===== config.mk =====
export PLATFORM = sky130hd
export DESIGN_NAME = smb_block_regs
export DESIGN_NICKNAME = d
export VERILOG_FILES = /design/src/rtl/smb_regs_pkg.sv /design/src/rtl/smb_line_sense.sv /design/src/rtl/smb_ctrl.sv /design/src/rtl/smb_datapath.sv /design/src/rtl/smb_block_regs.sv
export SDC_FILE = /design/constraint.sdc
export NUM_CORES = 1
export LEC_CHECK = 0
export BUFFER_PORTS_ARGS = -buffer_cell sky130_fd_sc_hd__buf_2
export CAP_MARGIN = 20
export CORE_MARGIN = 3
export CORE_UTILIZATION = 49
export CTS_CLUSTER_SIZE = 10
export DETAILED_ROUTE_END_ITERATION = 8
export HOLD_SLACK_MARGIN = 0.02
export PLACE_DENSITY = 0.66
export SLEW_MARGIN = 20
export SYNTH_ARGS = -nofsm -noshare
export SYNTH_HDL_FRONTEND = slang
export SYNTH_HIERARCHICAL = 1
export SYNTH_SLANG_ARGS = --single-unit

===== constraint.sdc =====
create_clock -name clk -period 6.1 [get_ports clk]
set_clock_uncertainty 0.1 [all_clocks]
set_input_delay 0.61 -clock clk [delete_from_list [all_inputs] [get_ports clk]]
set_output_delay 0.61 -clock clk [all_outputs]
set_load 0.005 [all_outputs]

===== src/rtl/smb_regs_pkg.sv =====
package smb_regs_pkg;
  localparam int BYTE_W = 8;
  localparam int BIT_CNT_W = 4;

  typedef enum logic [2:0] {
    PH_IDLE,
    PH_ADDR,
    PH_INDEX,
    PH_COUNT,
    PH_WDATA,
    PH_RCOUNT,
    PH_RDATA,
    PH_IGNORE
  } phase_t;

  typedef struct packed {
    logic shiftIn;
    logic loadIndex;
    logic loadRemain;
    logic writeReg;
    logic loadCount;
    logic loadNext;
    logic txBit;
    logic setOe;
    logic clrOe;
  } strobe_t;
endpackage


===== src/rtl/smb_line_sense.sv =====
module smb_line_sense #(
  parameter int SYNC_STAGES = 2
) (
  input  logic clk,
  input  logic rstN,
  input  logic sclIn,
  input  logic sdaIn,
  output logic sclQ,
  output logic sdaQ,
  output logic sclRise,
  output logic sclFall,
  output logic startSeen,
  output logic stopSeen
);
  logic [SYNC_STAGES-1:0] sclSync;
  logic [SYNC_STAGES-1:0] sdaSync;
  logic sclPrev;
  logic sdaPrev;

  always_ff @(posedge clk or negedge rstN) begin
    if (!rstN) begin
      sclSync <= '1;
      sdaSync <= '1;
      sclPrev <= 1'b1;
      sdaPrev <= 1'b1;
    end else begin
      sclSync <= {sclSync[SYNC_STAGES-2:0], sclIn};
      sdaSync <= {sdaSync[SYNC_STAGES-2:0], sdaIn};
      sclPrev <= sclQ;
      sdaPrev <= sdaQ;
    end
  end

  assign sclQ      = sclSync[SYNC_STAGES-1];
  assign sdaQ      = sdaSync[SYNC_STAGES-1];
  assign sclRise   = !sclPrev && sclQ;
  assign sclFall   = sclPrev && !sclQ;
  // data edges while the clock line stays high mark bus conditions
  assign startSeen = sclPrev && sclQ && sdaPrev && !sdaQ;
  assign stopSeen  = sclPrev && sclQ && !sdaPrev && sdaQ;
endmodule


===== src/rtl/smb_ctrl.sv =====
module smb_ctrl import smb_regs_pkg::*; #(
  parameter logic [6:0] DEV_ADDR = 7'h69
) (
  input  logic                 clk,
  input  logic                 rstN,
  input  logic                 sclRise,
  input  logic                 sclFall,
  input  logic                 startSeen,
  input  logic                 stopSeen,
  input  logic                 sdaQ,
  input  logic [BYTE_W-1:0]    rxByte,
  input  logic                 remainZero,
  output strobe_t              st,
  output phase_t               phase,
  output logic [BIT_CNT_W-1:0] bitCnt
);
  localparam logic [BIT_CNT_W-1:0] LAST_BIT = BIT_CNT_W'(BYTE_W - 1);
  localparam logic [BIT_CNT_W-1:0] ACK_SLOT = BIT_CNT_W'(BYTE_W);

  phase_t phaseN, pend, pendN;
  logic [BIT_CNT_W-1:0] bitN;
  logic ackThis, ackN;
  logic rxPhase, txPhase;

  assign rxPhase = (phase == PH_ADDR) || (phase == PH_INDEX) ||
                   (phase == PH_COUNT) || (phase == PH_WDATA);
  assign txPhase = (phase == PH_RCOUNT) || (phase == PH_RDATA);

  always_comb begin
    st     = '0;
    phaseN = phase;
    bitN   = bitCnt;
    ackN   = ackThis;
    pendN  = pend;
    if (startSeen) begin
      phaseN   = PH_ADDR;
      bitN     = '0;
      ackN     = 1'b0;
      st.clrOe = 1'b1;
    end else if (stopSeen) begin
      phaseN   = PH_IDLE;
      bitN     = '0;
      ackN     = 1'b0;
      st.clrOe = 1'b1;
    end else if (phase != PH_IDLE && phase != PH_IGNORE) begin
      if (sclRise) begin
        if (bitCnt != ACK_SLOT) begin
          st.shiftIn = 1'b1;
          bitN = bitCnt + 1'b1;
          if (bitCnt == LAST_BIT && rxPhase) begin
            unique case (phase)
              PH_ADDR: begin
                if (rxByte == {DEV_ADDR, 1'b0}) begin
                  ackN = 1'b1; pendN = PH_INDEX;
                end else if (rxByte == {DEV_ADDR, 1'b1}) begin
                  ackN = 1'b1; pendN = PH_RCOUNT;
                end else begin
                  ackN = 1'b0; pendN = PH_IGNORE;
                end
              end
              PH_INDEX: begin
                st.loadIndex = 1'b1; ackN = 1'b1; pendN = PH_COUNT;
              end
              PH_COUNT: begin
                st.loadRemain = 1'b1; ackN = 1'b1; pendN = PH_WDATA;
              end
              default: begin
                if (!remainZero) begin
                  st.writeReg = 1'b1; ackN = 1'b1; pendN = PH_WDATA;
                end else begin
                  ackN = 1'b0; pendN = PH_IGNORE;
                end
              end
            endcase
          end
        end else begin
          bitN = '0;
          if (rxPhase) begin
            phaseN = ackThis ? pend : PH_IGNORE;
            st.loadCount = ackThis && (pend == PH_RCOUNT);
          end else if (!sdaQ && !remainZero) begin
            st.loadNext = 1'b1;
            phaseN = PH_RDATA;
          end else begin
            phaseN = PH_IGNORE;
          end
        end
      end else if (sclFall) begin
        if (bitCnt == ACK_SLOT) begin
          st.setOe = rxPhase && ackThis;
          st.clrOe = !(rxPhase && ackThis);
        end else if (txPhase) begin
          st.txBit = 1'b1;
        end else begin
          st.clrOe = 1'b1;
        end
      end
    end
  end

  always_ff @(posedge clk or negedge rstN) begin
    if (!rstN) begin
      phase   <= PH_IDLE;
      pend    <= PH_IDLE;
      bitCnt  <= '0;
      ackThis <= 1'b0;
    end else begin
      phase   <= phaseN;
      pend    <= pendN;
      bitCnt  <= bitN;
      ackThis <= ackN;
    end
  end
endmodule


===== src/rtl/smb_datapath.sv =====
module smb_datapath import smb_regs_pkg::*; #(
  parameter int          NUM_REGS = 9,
  parameter int          CNT_IDX  = 8,
  parameter logic [7:0]  CNT_RST  = 8'h08
) (
  input  logic                       clk,
  input  logic                       rstN,
  input  strobe_t                    st,
  input  logic                       sdaQ,
  output logic [BYTE_W-1:0]          rxByte,
  output logic                       remainZero,
  output logic                       sdaOe,
  output logic [NUM_REGS*BYTE_W-1:0] regsOut
);
  logic [BYTE_W-1:0] shiftReg;
  logic [BYTE_W-1:0] index;
  logic [BYTE_W-1:0] remain;
  logic [BYTE_W-1:0] txByte;
  logic [BYTE_W-1:0] readMux;
  logic [BYTE_W-1:0] regFile [NUM_REGS];

  assign rxByte     = {shiftReg[BYTE_W-2:0], sdaQ};
  assign remainZero = (remain == '0);

  // unimplemented indices read as zero
  always_comb begin
    readMux = '0;
    for (int i = 0; i < NUM_REGS; i++)
      if (index == BYTE_W'(i)) readMux = regFile[i];
  end

  always_ff @(posedge clk or negedge rstN) begin
    if (!rstN) begin
      shiftReg <= '0;
      index    <= '0;
      remain   <= '0;
      txByte   <= '0;
      sdaOe    <= 1'b0;
      for (int i = 0; i < NUM_REGS; i++)
        regFile[i] <= (i == CNT_IDX) ? CNT_RST : '0;
    end else begin
      if (st.shiftIn)    shiftReg <= rxByte;
      if (st.loadIndex)  index    <= rxByte;
      if (st.loadRemain) remain   <= rxByte;
      if (st.writeReg) begin
        for (int i = 0; i < NUM_REGS; i++)
          if (index == BYTE_W'(i)) regFile[i] <= rxByte;
        index  <= index + 1'b1;
        remain <= remain - 1'b1;
      end
      if (st.loadCount) begin
        txByte <= regFile[CNT_IDX];
        remain <= regFile[CNT_IDX];
      end
      if (st.loadNext) begin
        txByte <= readMux;
        index  <= index + 1'b1;
        remain <= remain - 1'b1;
      end
      if (st.txBit) begin
        sdaOe  <= !txByte[BYTE_W-1];
        txByte <= {txByte[BYTE_W-2:0], 1'b0};
      end
      if (st.setOe) sdaOe <= 1'b1;
      if (st.clrOe) sdaOe <= 1'b0;
    end
  end

  for (genvar g = 0; g < NUM_REGS; g++) begin : g_flat
    assign regsOut[g*BYTE_W +: BYTE_W] = regFile[g];
  end
endmodule


===== src/rtl/smb_block_regs.sv =====
module smb_block_regs import smb_regs_pkg::*; #(
  parameter int          NUM_REGS    = 9,
  parameter int          CNT_IDX     = 8,
  parameter logic [7:0]  CNT_RST     = 8'h08,
  parameter logic [6:0]  DEV_ADDR    = 7'h69,
  parameter int          SYNC_STAGES = 2
) (
  input  logic                       clk,
  input  logic                       rstN,
  input  logic                       sclIn,
  input  logic                       sdaIn,
  output logic                       sdaOe,
  output logic [NUM_REGS*BYTE_W-1:0] regsOut
);
  logic sclQ, sdaQ, sclRise, sclFall, startSeen, stopSeen;
  logic [BYTE_W-1:0] rxByte;
  logic remainZero;
  strobe_t st;
  phase_t phase;
  logic [BIT_CNT_W-1:0] bitCnt;

  smb_line_sense #(.SYNC_STAGES(SYNC_STAGES)) u_sense (
    .clk(clk), .rstN(rstN), .sclIn(sclIn), .sdaIn(sdaIn),
    .sclQ(sclQ), .sdaQ(sdaQ), .sclRise(sclRise), .sclFall(sclFall),
    .startSeen(startSeen), .stopSeen(stopSeen)
  );

  smb_ctrl #(.DEV_ADDR(DEV_ADDR)) u_ctrl (
    .clk(clk), .rstN(rstN), .sclRise(sclRise), .sclFall(sclFall),
    .startSeen(startSeen), .stopSeen(stopSeen), .sdaQ(sdaQ),
    .rxByte(rxByte), .remainZero(remainZero),
    .st(st), .phase(phase), .bitCnt(bitCnt)
  );

  smb_datapath #(.NUM_REGS(NUM_REGS), .CNT_IDX(CNT_IDX), .CNT_RST(CNT_RST)) u_dp (
    .clk(clk), .rstN(rstN), .st(st), .sdaQ(sdaQ),
    .rxByte(rxByte), .remainZero(remainZero),
    .sdaOe(sdaOe), .regsOut(regsOut)
  );

  logic unusedSclQ;
  assign unusedSclQ = sclQ;
endmodule


# Word-level counts from Yosys, hierarchy flattened
# Cells that the tools add are included.
# Widths: inputs -> output; s select.
# word_totals
regBits	121
out_inout_bits	73
wordCells	169
# classes
add_sub_neg	3
eq_ne	22
n_mux	71
n_bitwise	2
n_reduce_logical	49
# ops
operator	n
$mux 8	21
$mux 3	11
$eq 8x3->1 const B	4
$mux 1	26
$mux 4	6
$reduce_bool 3->1	8
$reduce_and 2->1	10
$eq 8x2->1 const B	2
$eq 8x8->1 const B	2
$logic_not 8->1	2
$eq 3x3->1 const B	4
$logic_and 1x1->1	12
$mux 9	1
$pmux 3 s3	1
$add 8x1->8 const B	1
$eq 8x1->1 const B	1
$eq 8x4->1 const B	1
$sub 8x1->8 const B	1
$logic_not 1->1	7
$eq 3x2->1 const B	2
$mux 2	3
$mux 6	1
$ne 3x3->1 const B	2
$reduce_and 6->1	1
13 further kinds	17

# Logic depth before layout (Yosys ltp)
# depth
word_depth	16
ltp_mapped	13

# Hierarchy
# Netlist, hierarchy kept.
# modules_own_cells
module	n_inst	cells_per_inst	area_each_um2	seq_area_each_um2
smb_datapath	1	507	5391.4	2603.7
smb_ctrl	1	107	932.1	275.3
smb_line_sense	1	10	190.2	157.7

# Worst setup path before layout
# Ideal clock, no wire load.
# synth_timing
path_type	flip-flop to flip-flop
start	register u_sense.sclSync[1]
end	register u_dp.txByte[6]
arrival_ns	2.962
t_required_ns	5.880
path_slack_ns	2.917
path_stages_with_launch	12
n_path_buf	2
synth_period_minus_slack_ns	3.183
path_cell_list	dfstp_2 nor2b_1 nor3b_2 nand3_1 nor4_1 clkbuf_1 buf_1 mux2i_1 nor2_1 a211oi_1 o22ai_1 a41o_1
# synth_rtl
item	line	text
start, declared	smb_line_sense.sv:15	logic [SYNC_STAGES-1:0] sclSync;
start signal, assigned	smb_line_sense.sv:27	sclSync <= {sclSync[SYNC_STAGES-2:0], sclIn};
end signal, assigned	smb_datapath.sv:52	txByte <= regFile[CNT_IDX];
end signal, assigned	smb_datapath.sv:56	txByte <= readMux;
end signal, assigned	smb_datapath.sv:62	txByte <= {txByte[BYTE_W-2:0], 1'b0};
end, declared	smb_datapath.sv:18	logic [BYTE_W-1:0] txByte;

==> out/results.txt <==
status - completed
DRC Markers - 0
final-stage net count - 692
port bufs - 76
Core ar. - 12820 um^2
CTS resizes - 0
initial antenna violation count - 0
Pleak - 3.627 nW
max-cap viol count - 0
critical path class - reg -> reg
initial core utilization - 50.79%
Power Dens Cells - 266.7 nW/um^2
largest net degree at the start of global routing - 66
RSZ-0062 raised after global routing - false
CTS H-tree lvls - 4
Avg Cell Area, Syn - 10.44 um^2
GRT Residual Overflow - 0
Max-slew headroom - 35.05%
Setup TNS - 0 ps
Required @ worst endpoint - 6350 ps
part of the Yosys area used for sequential elements - 46.62%
Critical Path End Type - flip-flop
number of setup buffers added after CTS - 0
total routed wirelength - 17.50 mm
Reg area - 3037 um^2
area of the multi-input gates - 3232 um^2
Post-CTS Hold Buffers - 0
Die X-Extent - 121.3 um
Avg WL per Cell - 20.24 um
slowest CP cell - dfstp_2
Worst Path Arrival - 3830 ps
Antenna Nets Post-Route - 0
clock share of power - 45.9%
CTS tree - yes
Hold Crit Class - in -> reg
CTS root buf - clkbuf_16
CP cell instances - nor2b_1 -> nor3b_2 -> nand3_1 -> nor4b_4 -> buf_4 -> nor2b_1 -> nand2_1 -> o22ai_1 -> a41o_1
CTS buffer count - 17
count of final setup violators - 0
gpl congestion - 0.8981
Layout area overhead - 15.42%
most frequent cells in the layout - 114 x dfrtp_1, 79 x mux2_2, 75 x buf_2, 51 x nor2_1, 35 x a21oi_1
Die ar. - 14710 um^2
post-route cell area - 7518 um^2
final core utilization - 58.62%
number of global-route vias before repair - 5043
WHS - 192.0 ps
Tot GR Track Use - 24.54%
Post-DP HPWL - 11.96 mm
Placed Cells - 833
routed vias - 5235
clock sinks - 121
Startpoint Class - flip-flop
Worst-Margin Slew - 972.3 ps
crit share post-route - 58.71%
leading cell type in the layout, fill and taps excluded - dfrtp_1
CP bufs+invs - 1
synthesized area - 6514 um^2
Top cell by count, worst path - nor2b_1
Int Pwr - 1.451 mW
Post-synth EDFFs - 0
CP peak stage delay - 550 ps
clock slew at reported path FFs - 50 ps
Worst-Skew Late Latency - 420 ps
fraction of registers with async set/reset - 100.0%
Sw Share - 27.63%
CP max FO - 26
layout cell share with drive strength beyond 1 - 31.75%
DRT Pass-1 Iters - 5
Final Critical Period - 3581 ps
clk buf depth - 2
Comb pwr share - 6.3%
Peak VDD IR - 0.0001830 V
fill count - 1112
Fmax - 0.2792 GHz
Syn Nets - 636
Synth warnings - 6
Post-Place Cell Area - 6979 um^2
Via density - 6.052
Final Hold Viols - 0
CP delay by family, top - simple AND/OR/NAND/NOR gates
Post-Layout Cell Count - 865
max-slew violations - 0
#FFs+latches synth - 121
n_diodes - 0
Seq pwr share - 47.8%
detailed router's first-iteration violation count - 425
switching power - 0.5539 mW
Die H - 121.3 um
Gate Count Post-Synth - 624
top_reg_cell synth - dfrtp_1
first-pass GRT wire length - 27.79 mm
Netlist cell types - 73
# rows - 41
I/O pin cnt - 77
-- per-stage QoR --
stage / worst slack, ps / total power, mW
floorplan: 2917 / 1.012
global route: 2259 / 2.090
finish: 2519 / 2.005
CTS: 2575 / 2.024
detailed placement: 2610 / 1.102
global placement: 2739 / 1.095
-- registers in the layout (all words and copies together), names as in the netlist, 2 cells and up --
signal           cells
u_ctrl/pend          3
u_ctrl/phase         3
u_ctrl/bitCnt        4
u_sense/sclSync      2
u_dp/regsOut        72
u_sense/sdaSync      2
u_dp/shiftReg        7
u_dp/remain          8
u_dp/index           8
u_dp/txByte          8
-- cells in the mapped netlist (all sizes together) (2+ instances only) --
master   instances  area share [%]
and2             6            0.61
a21oi           35             2.7
or2              2            0.19
nand4b           3            0.40
nand3b           2            0.23
a211oi          16             1.8
o21ai           25             2.0
o22a             3            0.40
or3              4            0.38
and3b            2            0.27
o31ai            9             1.2
nor4b            4            0.86
nor3b            3            0.42
mux2            81              14
and4b            3            0.46
a2111oi          3            0.52
nand3           22             1.9
nand2b           5            0.48
ha               8             1.5
dfrtp          114              44
clkbuf          27             1.6
nor3            17             1.4
a31oi            4            0.38
o22ai           24             2.3
a22oi           14             1.6
mux2i            9             1.4
a41o             6            0.92
nor2b           15             1.4
nor2            52             3.0
nand4            7             1.0
buf             17             1.5
nand2           31             1.8
nor4             4            0.61
xnor2            2            0.27
inv             20             1.2
dfstp            7             2.8
and3             2            0.19
-- per-layer routing --
| metal | track usage (%) | vias up | part of all wire [%] |
|---|---|---|---|
| met4 | 7.213 | 0 | 1.7 |
| met3 | 5.828 | 27 | 4.8 |
| met1 | 33.07 | 2612 | 45 |
| met2 | 39.55 | 184 | 49 |
| met5 | 0 | - | 0 |
| li1 | - | 2412 | - |
-- cell type report --
| type | instances | area share [%] |
|---|---|---|
| Clock inverter | 11 | 1.315 |
| Tap cell | 172 | 2.862 |
| Timing Repair Buffer | 81 | 5.592 |
| Sequential cell | 121 | 40.39 |
| Multi-Input combinational cell | 439 | 42.99 |
| Clock buffer | 21 | 5.858 |
| Inverter | 20 | 0.9985 |
-- worst reg2reg max path, delay by kind of cell, from the launching register on --
family / cells / cell delay [ps]
simple gates: 6 / 2090
compound gates: 2 / 450
flops: 1 / 550
buf+inv: 1 / 320
-- path summary, 6_finish.rpt --
check | endpoint | depth (start not counted) | slack [ps] | from
worst max register to register | u_dp/txByte[5]$_DFFE_PN0P_ | 9 | 2520 | u_sense/sclSync[1]$_DFF_PN1_
max in group asynchronous | u_dp/regsOut[27]$_DFFE_PN0P_ | 2 | 4480 | rstN
worst min register to register | u_sense/sdaSync[1]$_DFF_PN1_ | 0 | 250 | u_sense/sdaSync[0]$_DFF_PN1_
min in group asynchronous | u_ctrl/bitCnt[2]$_DFFE_PN0P_ | 1 | 200 | rstN
worst max-delay path | u_dp/txByte[5]$_DFFE_PN0P_ | 9 | 2520 | u_sense/sclSync[1]$_DFF_PN1_
worst min-delay path | u_sense/sdaSync[0]$_DFF_PN1_ | 1 | 190 | sdaIn
-- cell families after synthesis --
kind of cell    Yosys count  synth area share [%]
flops                   121                 46.62
xor+xnor                  3                0.4035
buf+inv                  64                 4.187
mux                      90                 15.50
simple gates            188                 16.27
fa+ha+maj                 8                 1.537
compound gates          150                 15.48
-- power by group through the flow --
stage	Combinational (mW)	Sequential [mW]	Clock (mW)
finish	0.127	0.958	0.920
detailed placement	0.127	0.975	0
floorplan	0.138	0.874	0
global placement	0.123	0.972	0
CTS	0.127	0.959	0.938
global route	0.142	0.967	0.982
Note: power is estimated with default switching activity, not from simulation.
